### src/rtl/cfg_descr_pkg.sv
package cfg_descr_pkg;

    localparam int          KEY_BITS   = 32;
    localparam logic [31:0] KEY_SEED   = 32'h3F6D_F2AB;
    localparam logic [31:0] KEY_OFFSET = 32'h0A85_3753;
    localparam logic [31:0] KEY_FACTOR = 32'h0803_4052;
    localparam int          KEY_MOD    = 177;

    typedef enum logic [1:0] {
        PH_IDLE = 2'd0,
        PH_CALC = 2'd1,
        PH_HOLD = 2'd2
    } phase_e;

endpackage

### src/rtl/cfg_descr_rem.sv
// Serial restoring remainder: dividend mod MODULUS, BITS_PER_CYCLE bits per clock.
module cfg_descr_rem #(
    parameter int KEY_W          = 32,
    parameter int MODULUS        = 177,
    parameter int BITS_PER_CYCLE = 2,
    localparam int STEPS = KEY_W / BITS_PER_CYCLE,
    localparam int CNT_W = $clog2(STEPS + 1),
    localparam int RES_W = $clog2(MODULUS),
    localparam int REM_W = RES_W + 1
) (
    input  logic             clk,
    input  logic             rst_n,
    input  logic             abort_i,
    input  logic             start_i,
    input  logic [KEY_W-1:0] dividend_i,
    output logic             done_o,
    output logic [RES_W-1:0] rem_o
);

    typedef struct packed {
        logic [RES_W-1:0] rem;
        logic [KEY_W-1:0] shreg;
        logic [CNT_W-1:0] cnt;
    } rem_st_t;

    rem_st_t st_q, st_d;

    always_comb begin
        logic [REM_W-1:0] trial;
        trial = '0;
        st_d  = st_q;
        if (abort_i) begin
            st_d.cnt = '0;
        end else if (start_i) begin
            st_d.rem   = '0;
            st_d.shreg = dividend_i;
            st_d.cnt   = CNT_W'(STEPS);
        end else if (st_q.cnt != '0) begin
            for (int i = 0; i < BITS_PER_CYCLE; i++) begin
                trial = {st_d.rem, st_d.shreg[KEY_W-1]};
                if (trial >= REM_W'(MODULUS)) begin
                    trial = trial - REM_W'(MODULUS);
                end
                st_d.rem   = trial[RES_W-1:0];
                st_d.shreg = {st_d.shreg[KEY_W-2:0], 1'b0};
            end
            st_d.cnt = st_q.cnt - CNT_W'(1);
        end
    end

    always_ff @(posedge clk or negedge rst_n) begin
        if (!rst_n) begin
            st_q <= '0;
        end else begin
            st_q <= st_d;
        end
    end

    assign done_o = (st_q.cnt == '0);
    assign rem_o  = st_q.rem;

    AST_REM_BELOW_MOD: assert property (@(posedge clk) disable iff (!rst_n)
        st_q.rem < RES_W'(MODULUS));

    AST_CNT_RELOAD: assert property (@(posedge clk) disable iff (!rst_n)
        (start_i && !abort_i) |=> (st_q.cnt == CNT_W'(STEPS)));

    AST_CNT_DOWN: assert property (@(posedge clk) disable iff (!rst_n)
        (st_q.cnt != '0 && !start_i && !abort_i) |=> (st_q.cnt == $past(st_q.cnt) - CNT_W'(1)));

endmodule

### src/rtl/cfg_descr_arith.sv
// Combinational parts of one key step: offset sum and multiply-accumulate.
module cfg_descr_arith #(
    parameter int               KEY_W  = 32,
    parameter int               RES_W  = 8,
    parameter logic [KEY_W-1:0] OFFSET = '0,
    parameter logic [KEY_W-1:0] FACTOR = '0
) (
    input  logic [KEY_W-1:0] key_i,
    input  logic [RES_W-1:0] rem_i,
    output logic [KEY_W-1:0] sum_o,
    output logic [KEY_W-1:0] next_key_o
);

    always_comb begin
        sum_o      = key_i + OFFSET;
        next_key_o = key_i * FACTOR + KEY_W'(rem_i);
    end

endmodule

### src/rtl/cfg_descrambler.sv
module cfg_descrambler
    import cfg_descr_pkg::*;
#(
    parameter int               KEY_W          = KEY_BITS,
    parameter int               BYTE_W         = 8,
    parameter int               BITS_PER_CYCLE = 2,
    parameter int               MODULUS        = KEY_MOD,
    parameter logic [KEY_W-1:0] SEED           = KEY_W'(KEY_SEED),
    parameter logic [KEY_W-1:0] OFFSET         = KEY_W'(KEY_OFFSET),
    parameter logic [KEY_W-1:0] FACTOR         = KEY_W'(KEY_FACTOR),
    localparam int RES_W = $clog2(MODULUS)
) (
    input  logic              clk,
    input  logic              rst_n,
    input  logic              restart_i,
    input  logic              in_valid_i,
    output logic              in_ready_o,
    input  logic [BYTE_W-1:0] in_data_i,
    output logic              out_valid_o,
    input  logic              out_ready_i,
    output logic [BYTE_W-1:0] out_data_o
);

    typedef struct packed {
        phase_e            phase;
        logic [KEY_W-1:0]  key;
        logic [BYTE_W-1:0] held;
        logic [BYTE_W-1:0] dout;
    } top_st_t;

    top_st_t st_q, st_d;

    logic             accept;
    logic             rem_done;
    logic [RES_W-1:0] rem_val;
    logic [KEY_W-1:0] key_sum;
    logic [KEY_W-1:0] key_next;

    cfg_descr_arith #(
        .KEY_W  (KEY_W),
        .RES_W  (RES_W),
        .OFFSET (OFFSET),
        .FACTOR (FACTOR)
    ) u_arith (
        .key_i      (st_q.key),
        .rem_i      (rem_val),
        .sum_o      (key_sum),
        .next_key_o (key_next)
    );

    cfg_descr_rem #(
        .KEY_W          (KEY_W),
        .MODULUS        (MODULUS),
        .BITS_PER_CYCLE (BITS_PER_CYCLE)
    ) u_rem (
        .clk        (clk),
        .rst_n      (rst_n),
        .abort_i    (restart_i),
        .start_i    (accept),
        .dividend_i (key_sum),
        .done_o     (rem_done),
        .rem_o      (rem_val)
    );

    assign in_ready_o  = (st_q.phase == PH_IDLE);
    assign out_valid_o = (st_q.phase == PH_HOLD);
    assign out_data_o  = st_q.dout;
    assign accept      = in_valid_i && in_ready_o && !restart_i;

    always_comb begin
        st_d = st_q;
        if (restart_i) begin
            st_d.phase = PH_IDLE;
            st_d.key   = SEED;
        end else begin
            unique case (st_q.phase)
                PH_IDLE: begin
                    if (accept) begin
                        st_d.held  = in_data_i;
                        st_d.phase = PH_CALC;
                    end
                end
                PH_CALC: begin
                    if (rem_done) begin
                        st_d.key   = key_next;
                        st_d.dout  = st_q.held ^ key_next[BYTE_W-1:0];
                        st_d.phase = PH_HOLD;
                    end
                end
                PH_HOLD: begin
                    if (out_ready_i) begin
                        st_d.phase = PH_IDLE;
                    end
                end
                default: st_d.phase = PH_IDLE;
            endcase
        end
    end

    always_ff @(posedge clk or negedge rst_n) begin
        if (!rst_n) begin
            st_q       <= '0;
            st_q.phase <= PH_IDLE;
            st_q.key   <= SEED;
        end else begin
            st_q <= st_d;
        end
    end

    AST_BUSY_AFTER_ACCEPT: assert property (@(posedge clk) disable iff (!rst_n)
        (in_valid_i && in_ready_o && !restart_i) |=> !in_ready_o);

    AST_HOLD_STABLE: assert property (@(posedge clk) disable iff (!rst_n || restart_i)
        (out_valid_o && !out_ready_i) |=> (out_valid_o && $stable(out_data_o)));

    AST_RESTART_IDLE: assert property (@(posedge clk) disable iff (!rst_n)
        restart_i |=> (in_ready_o && !out_valid_o));

    AST_KEY_ONLY_ON_STEP: assert property (@(posedge clk) disable iff (!rst_n)
        (!restart_i && !(st_q.phase == PH_CALC && rem_done)) |=> $stable(st_q.key));

endmodule

### config.mk
export PLATFORM = sky130hd
export DESIGN_NAME = cfg_descrambler
export DESIGN_NICKNAME = d
export VERILOG_FILES = /design/src/rtl/cfg_descr_pkg.sv /design/src/rtl/cfg_descr_rem.sv /design/src/rtl/cfg_descr_arith.sv /design/src/rtl/cfg_descrambler.sv
export SDC_FILE = /design/constraint.sdc
export NUM_CORES = 1
export LEC_CHECK = 0
export BUFFER_PORTS_ARGS = -buffer_cell sky130_fd_sc_hd__buf_4
export CAP_MARGIN = 40
export CORE_ASPECT_RATIO = 0.6
export CORE_UTILIZATION = 60
export CTS_BUF_LIST = sky130_fd_sc_hd__clkbuf_4
export DETAILED_ROUTE_END_ITERATION = 7
export GPL_TIMING_DRIVEN = 1
export PLACE_DENSITY = 0.77
export REMOVE_ABC_BUFFERS = 1
export SYNTH_ARGS = -nofsm -noshare
export SYNTH_HDL_FRONTEND = slang
export SYNTH_HIERARCHICAL = 1
export SYNTH_SLANG_ARGS = --single-unit
### constraint.sdc
create_clock -name clk -period 11.1 [get_ports clk]
set_input_delay 0 -clock clk [delete_from_list [all_inputs] [get_ports clk]]
set_output_delay 0 -clock clk [all_outputs]
set_load 0.05 [all_outputs]
# Word level (Yosys, flattened, before mapping)
# Index checks and enable logic that the tools add are counted.
dict set report classes {
  mux 14
  mul 1
  bitwise_logic 2
  reduce_logical 15
  add_sub_neg 5
  n_lt_le_gt_ge 2
  n_eq_ne 5
}
# op count
set ops {}
lappend ops {{$mux 45} 2}
lappend ops {{$mux 34} 2}
lappend ops {{$mux 8} 5}
lappend ops {{$add 32x28->32 const B} 1}
lappend ops {{$add 32x8->32} 1}
lappend ops {{$mul 32x27->31 const B} 1}
lappend ops {{$mux 32} 1}
lappend ops {{$ge 9x8->1 const B} 2}
lappend ops {{$sub 8x8->8 const B} 2}
lappend ops {{$reduce_and 3->1} 3}
lappend ops {{$xor 8x8->8} 1}
lappend ops {{$ne 3x2->1 const B} 2}
lappend ops {{$pmux 2 s3} 1}
lappend ops {{$reduce_bool 2->1} 3}
lappend ops {{$logic_not 5->1} 1}
lappend ops {{$mux 5} 1}
lappend ops {{$reduce_bool 5->1} 1}
lappend ops {{$sub 5x1->5 const B} 1}
lappend ops {{$mux 2} 2}
lappend ops {{$reduce_and 2->1} 2}
lappend ops {{$ne 3x3->1 const B} 1}
lappend ops {{$reduce_bool 3->1} 1}
lappend ops {{$eq 2x1->1 const B} 1}
lappend ops {{$eq 2x2->1 const B} 1}
lappend ops {{4 further kinds} 5}
dict set report totals {
  reg_bits 95
  out_inout_bits 10
  word_cells 51
  inputBits 13
}

# Depth between registers and ports, before layout
# Gate-level depths: netlist of the first run.
dict set report depth {
  ltp_word 10
  depth_mapped 25
  depth_no_buf 24
}

# Modules after synthesis
# Netlist of the first run, hierarchy kept.
# module cells_each area_each_um2 n_inst seq_area_each_um2
set modules_own_cells {}
lappend modules_own_cells {cfg_descr_arith 826 7129.3 1 0.0}
lappend modules_own_cells {cfg_descr_rem 298 2840.2 1 1126.1}
lappend modules_own_cells {cfg_descrambler 139 2069.5 1 1277.5}

# Worst setup path before layout of the first run
# OpenSTA, ideal clock, no wires.
dict set report synth_timing {
  kind {register to register}
  startpoint {reg st_q[17] (netlist name)}
  endpoint {reg st_q[47] (netlist name)}
  arrival_time_ns 5.783
  path_buffers 1
  stages_incl_launch_ff 26
  setup_slack_ns 5.195
  required_ns 10.978
  setup_time_ns 0.122
  synth_period_minus_slack_ns 5.905
  cell_sequence {dfstp_2 inv_1 ha_1 inv_1 fa_1 ha_1 ha_1 inv_1 fa_1 inv_1 fa_1 inv_1 fa_1 inv_1 ha_1 clkbuf_1 a21oi_1 o21ai_1 a31oi_1 and2b_2 nor4_4 nand4_2 nor4_4 nand4_1 xnor2_1 a32o_1}
}

==> results of run 1 <==
## worst max-delay path, stage by stage (launching register included)
cell and delay (ps):
dfrtp_1 760, inv_1 140, ha_1 300, inv_1 50
fa_1 510, ha_1 170, ha_1 160, inv_1 60
fa_1 540, inv_1 50, fa_1 470, inv_1 60
fa_1 530, inv_1 40, ha_1 390, o21ai_0 190
o21bai_1 150, o31ai_1 320, o211ai_1 280, a31oi_1 270
o311ai_2 200, nor4_4 280, nand4_1 150, xnor2_1 150
a32o_1 220
## sequential cells by signal, summed over array words and instances, names as in the netlist
register / count
out_data_o: 8
u_rem/rem_o: 8
st_q: 42
u_rem/st_q: 37
## per-stage QoR
step,setup WS [ps],util (%)
floorplan,5260,-
global placement,4850,63.3
detailed placement,4610,63.3
CTS,4620,64.8
global route,4250,64.8
finish,4560,64.8
## final timing paths
check,from,end,slack [ps]
max,st_q[20],st_q[47],4560
max in group asynchronous,rst_n,st_q[11],10200
min,rst_n,st_q[42],50
max reg2reg,st_q[20],st_q[47],4560
min reg2reg,u_rem/st_q[28],u_rem/st_q[28],500
min in group clk,in_data_i[6],st_q[14],240
## layout by cell type, fill, tap and decap left out, types with 10 or more instances in the layout
cell           count
a31oi_1           10
nand2b_1          10
mux2_2            18
dlygate4sd3_1     13
nor2_1            51
ha_1             213
dfrtp_1           74
nand3_1           23
nand2_1           66
dfstp_2           21
a21o_1            14
inv_1            204
o21ai_0           59
o32a_1            21
a21oi_1           29
xor2_1            32
buf_4             27
a32o_1            11
mux2i_1           34
fa_1              67
xnor2_1           73
nor3_1            18
## cell type report
cell class / count / area share, %
multi-input cells: 905 / 68.0
flip-flops and latches: 95 / 19.2
inverters: 204 / 6.11
repair buffers: 42 / 2.94
well taps: 266 / 2.66
clock buffers: 9 / 0.540
clock inverters: 7 / 0.530
## logic make-up after synthesis
kind of cell,share of synthesized area [%]
compound gates,14.5
xor+xnor,7.64
fa+ha+maj,33.3
buf+inv,9.49
flops,20.0
mux,4.51
simple gates,10.6
## routing by layer
layer / vias to the layer above / GRT usage [%]
li1: 4322 / -
met1: 4457 / 46.3
met2: 359 / 40.4
met3: 26 / 6.31
met4: 2 / 5.29
met5: - / 0
==> results.sh, run 1 <==
export IMPL_grt_pass1_vias=8712
export IMPL_skew_ps=19.6
export IMPL_start_util_pct=62.3
export IMPL_initialDrtViolationCount=1045
export IMPL_cts_tree="built"
export IMPL_routed_wl_um=28900
export IMPL_multi_input_area_sq_um=8520
export IMPL_final_antenna_net_count=0
export IMPL_die_y_um=112
export IMPL_placed_cell_area_sq_um=12200
export IMPL_synth_area_leaders="ha_1, dfrtp_1, fa_1"
export IMPL_ff2ff_path_depth=24
export IMPL_async_flop_share_pct=100
export IMPL_path_max_fanout=11
export IMPL_clock_latency_ps=520
export IMPL_grt_pass1_wl_um=46800
export IMPL_slew_headroom_pct=40.6
export IMPL_crit_type="flop to flop"
export IMPL_fmax_mhz=153
export IMPL_postSynthAreaPerCell_sq_um=9.53
export IMPL_ios=23
export IMPL_status="completed"
export IMPL_fillers=1580
export IMPL_drtPass1Iterations=6
export IMPL_wl_met3_um=2410
export IMPL_cp_required_ps=11530
export IMPL_synth_top_cell_area_share_pct=22.1
export IMPL_path_clk_slew_ps=180
export IMPL_ctsResizeCount=0
export IMPL_final_cells=1528
export IMPL_hold_buffers=14
export IMPL_vias=9166
export IMPL_gp_congestion=0.917
export IMPL_yosysUniqueCellTypes=99
export IMPL_ys_warn_count=6
export IMPL_ys_seq_area_share_pct=20.0
export IMPL_end_kind="flop"
export IMPL_dp_cells=1498
export IMPL_finalInstanceArea_sq_um=12500
export IMPL_clock_path_buffers=2
export IMPL_place_hpwl_um=22700
export IMPL_final_nets=1550
export IMPL_io_buffers=22
export IMPL_finalSetupViolCount=0
export IMPL_highest_layer="met5"
export IMPL_hp_class="input pin to asynchronous set/reset pin"
export IMPL_cts_buffers=9
export IMPL_grt_max_degree=64
export IMPL_start_kind="flop"
export IMPL_dieArea_sq_um=20700
export IMPL_grt_overflow_total=0
export IMPL_hold_viol=0
export IMPL_post_cts_buffers=0
export IMPL_dr_wl_met2_um=11700
export IMPL_maxSlewViolCount=0
export IMPL_remaining_drc_errors=0
export IMPL_tightest_slew_ps=888
export IMPL_ys_top_cells_by_count="ha_1, inv_1, dfrtp_1, xnor2_1, fa_1"
export IMPL_max_cap_violations=0
export IMPL_synthFlopType="dfrtp_1"
export IMPL_grt_util_all_layers_pct=29.2
export IMPL_wl_met1_um=14500
export IMPL_arrival_ps=6960
export IMPL_tns_ps=0
export IMPL_post_synth_top_count_cell="ha_1"
export IMPL_ys_ff_latch=95
export IMPL_drive_gt1_share_pct=10.1
export IMPL_coreArea_sq_um=19300
export IMPL_syn_area_sq_um=12000
export IMPL_period_share_pct=58.9
export IMPL_viasPerCell=6.00
export IMPL_cts_sinks=95
export IMPL_cts_root_buf="clkbuf_4"
export IMPL_min_period_ps=6540
export IMPL_regArea_sq_um=2400
export IMPL_row_count=39
export IMPL_hold_slack_ps=52.1
export IMPL_synth_cells=1263
export IMPL_h_tree_depth=3
export IMPL_chipWidth_um=185
export IMPL_diodes=0
export IMPL_synth_area_leader_cell="ha_1"
export IMPL_antenna_found_initial=1
export IMPL_area_delta_synth_final_pct=4.02
export IMPL_wire_per_inst_um=18.9
export IMPL_synth_edf_count=0
export IMPL_rsz0062_at_grt="no"
Power of run 1 is left out: the tool's default activity adds up to more than one toggle a clock period on the data nets, which glitch-free logic cannot reach.
==> run 2: changes to the inputs <==
- clock period: 11.1 -> 6.18 ns (I/O delays scaled with it)
==> results.sh, run 2 (synthesized netlist as in run 1, its figures left out) <==
export IMPL_ios=23
export IMPL_tightest_slew_ps=810
export IMPL_clock_latency_ps=490
export IMPL_arrival_ps=6370
export IMPL_max_cap_violations=0
export IMPL_final_nets=1580
export IMPL_finalSetupViolCount=0
export IMPL_drtPass1Iterations=5
export IMPL_grt_util_all_layers_pct=29.5
export IMPL_cts_tree="built"
export IMPL_gp_congestion=0.936
export IMPL_path_max_fanout=6
export IMPL_finalInstanceArea_sq_um=12900
export IMPL_hp_class="input pin to asynchronous set/reset pin"
export IMPL_vias=9247
export IMPL_grt_pass1_wl_um=46900
export IMPL_hold_viol=0
export IMPL_largest_registers="st_q: 42 flops, u_rem/st_q: 37 flops"
export IMPL_grt_pass1_vias=8806
export IMPL_start_util_pct=62.3
export IMPL_period_share_pct=96.7
export IMPL_cp_required_ps=6570
export IMPL_cts_root_buf="clkbuf_4"
export IMPL_use_met3_pct=6.71
export IMPL_row_count=39
export IMPL_grt_overflow_total=0
export IMPL_status="completed"
export IMPL_drive_gt1_share_pct=13.6
export IMPL_final_cell_mix="ha_1, inv_1, dfrtp_1, xnor2_1, fa_1"
export IMPL_remaining_drc_errors=0
export IMPL_skew_ps=17.2
export IMPL_cp_startpoint="st_q[23]"
export IMPL_routed_wl_um=29400
export IMPL_use_met1_pct=45.8
export IMPL_coreArea_sq_um=19300
export IMPL_cts_sinks=95
export IMPL_use_met2_pct=41.9
export IMPL_cts_buffers=9
export IMPL_dp_cells=1520
export IMPL_layout_commonest_cell="ha_1"
export IMPL_die_y_um=112
export IMPL_final_cells=1558
export IMPL_clock_path_buffers=2
export IMPL_wire_per_inst_um=18.9
export IMPL_path_clk_slew_ps=160
export IMPL_io_buffers=22
export IMPL_slew_headroom_pct=45.8
export IMPL_largest_reg_flops=42
export IMPL_h_tree_depth=3
export IMPL_maxSlewViolCount=0
export IMPL_final_antenna_net_count=0
export IMPL_placed_cell_area_sq_um=12400
export IMPL_initialDrtViolationCount=706
export IMPL_crit_type="flop to flop"
export IMPL_viasPerCell=5.94
export IMPL_fillers=1528
export IMPL_place_hpwl_um=23300
export IMPL_grt_max_degree=72
export IMPL_top_register="st_q"
export IMPL_end_kind="flop"
export IMPL_antenna_found_initial=0
export IMPL_start_kind="flop"
export IMPL_min_period_ps=5970
export IMPL_area_delta_synth_final_pct=7.48
export IMPL_dieArea_sq_um=20700
export IMPL_chipWidth_um=185
export IMPL_grt_busiest_layer="met1"
export IMPL_diodes=0
export IMPL_r2r_start="st_q[23]"
export IMPL_fmax_mhz=167
run 2: final cells by class:
cell class	count	area [sq um]	area share [%]
clock inverters	5	106	0.822
well taps	266	333	2.57
clock buffers	11	82.6	0.638
multi-input cells	905	8630	66.7
inverters	204	766	5.92
repair buffers	72	617	4.77
flip-flops and latches	95	2410	18.6
run 2: metal layers:
layer / vias up / routed length [um] / share of wire [%]
met5: - / 0 / 0
met3: 24 / 2160 / 7.3
li1: 4375 / - / -
met1: 4560 / 14700 / 50
met4: 0 / 278 / 0.95
met2: 288 / 12200 / 42
run 2: path summary, 6_finish.rpt:
path,endpoint,slack [ps],cells after the start
worst max-delay path,st_q[47],210,20
worst min-delay path,st_q[40],80,2
worst max register to register,st_q[47],210,20
worst min register to register,u_rem/st_q[31],500,2
max in group asynchronous,st_q[25],5540,4
min in group clk,st_q[8],280,3
run 2: repair_timing:
| item | CTS | global route |
|---|---|---|
| hold endpoints to repair | 44 | 0 |
| hold buffers | 14 | 0 |
| setup buffers | 0 | 8 |
| setup endpoints to repair | 0 | 6 |
| gates resized for setup | 0 | 25 |
run 2: critical path, stage by stage (launching register included):
cell and delay (ps):
dfstp_2 640, buf_4 190, ha_1 170, ha_1 230, ha_1 270, ha_1 290, ha_1 270, inv_1 50
fa_1 540, inv_1 40, ha_1 370, a211o_1 340, a21oi_1 390, o21ai_0 310, xnor2_1 250, nor4b_2 310
and3_1 320, and4_1 360, nand4_1 150, xnor2_1 160, a32o_1 220
run 2: metrics by stage:
step | utilization [%] | worst slack, ps | hold WS (ps) | setup TNS (ps)
after floorplan | - | 339 | -296 | 0
after global placement | 64.1 | 178 | -16.9 | 0
after detailed placement | 64.3 | 46.9 | -9.46 | 0
after CTS | 66.1 | 33.2 | 41.5 | 0
after global routing | 67.0 | -80.0 | 89.5 | -119
final | 67.0 | 205 | 77.0 | 0
Power of run 2 is left out for the same reason.
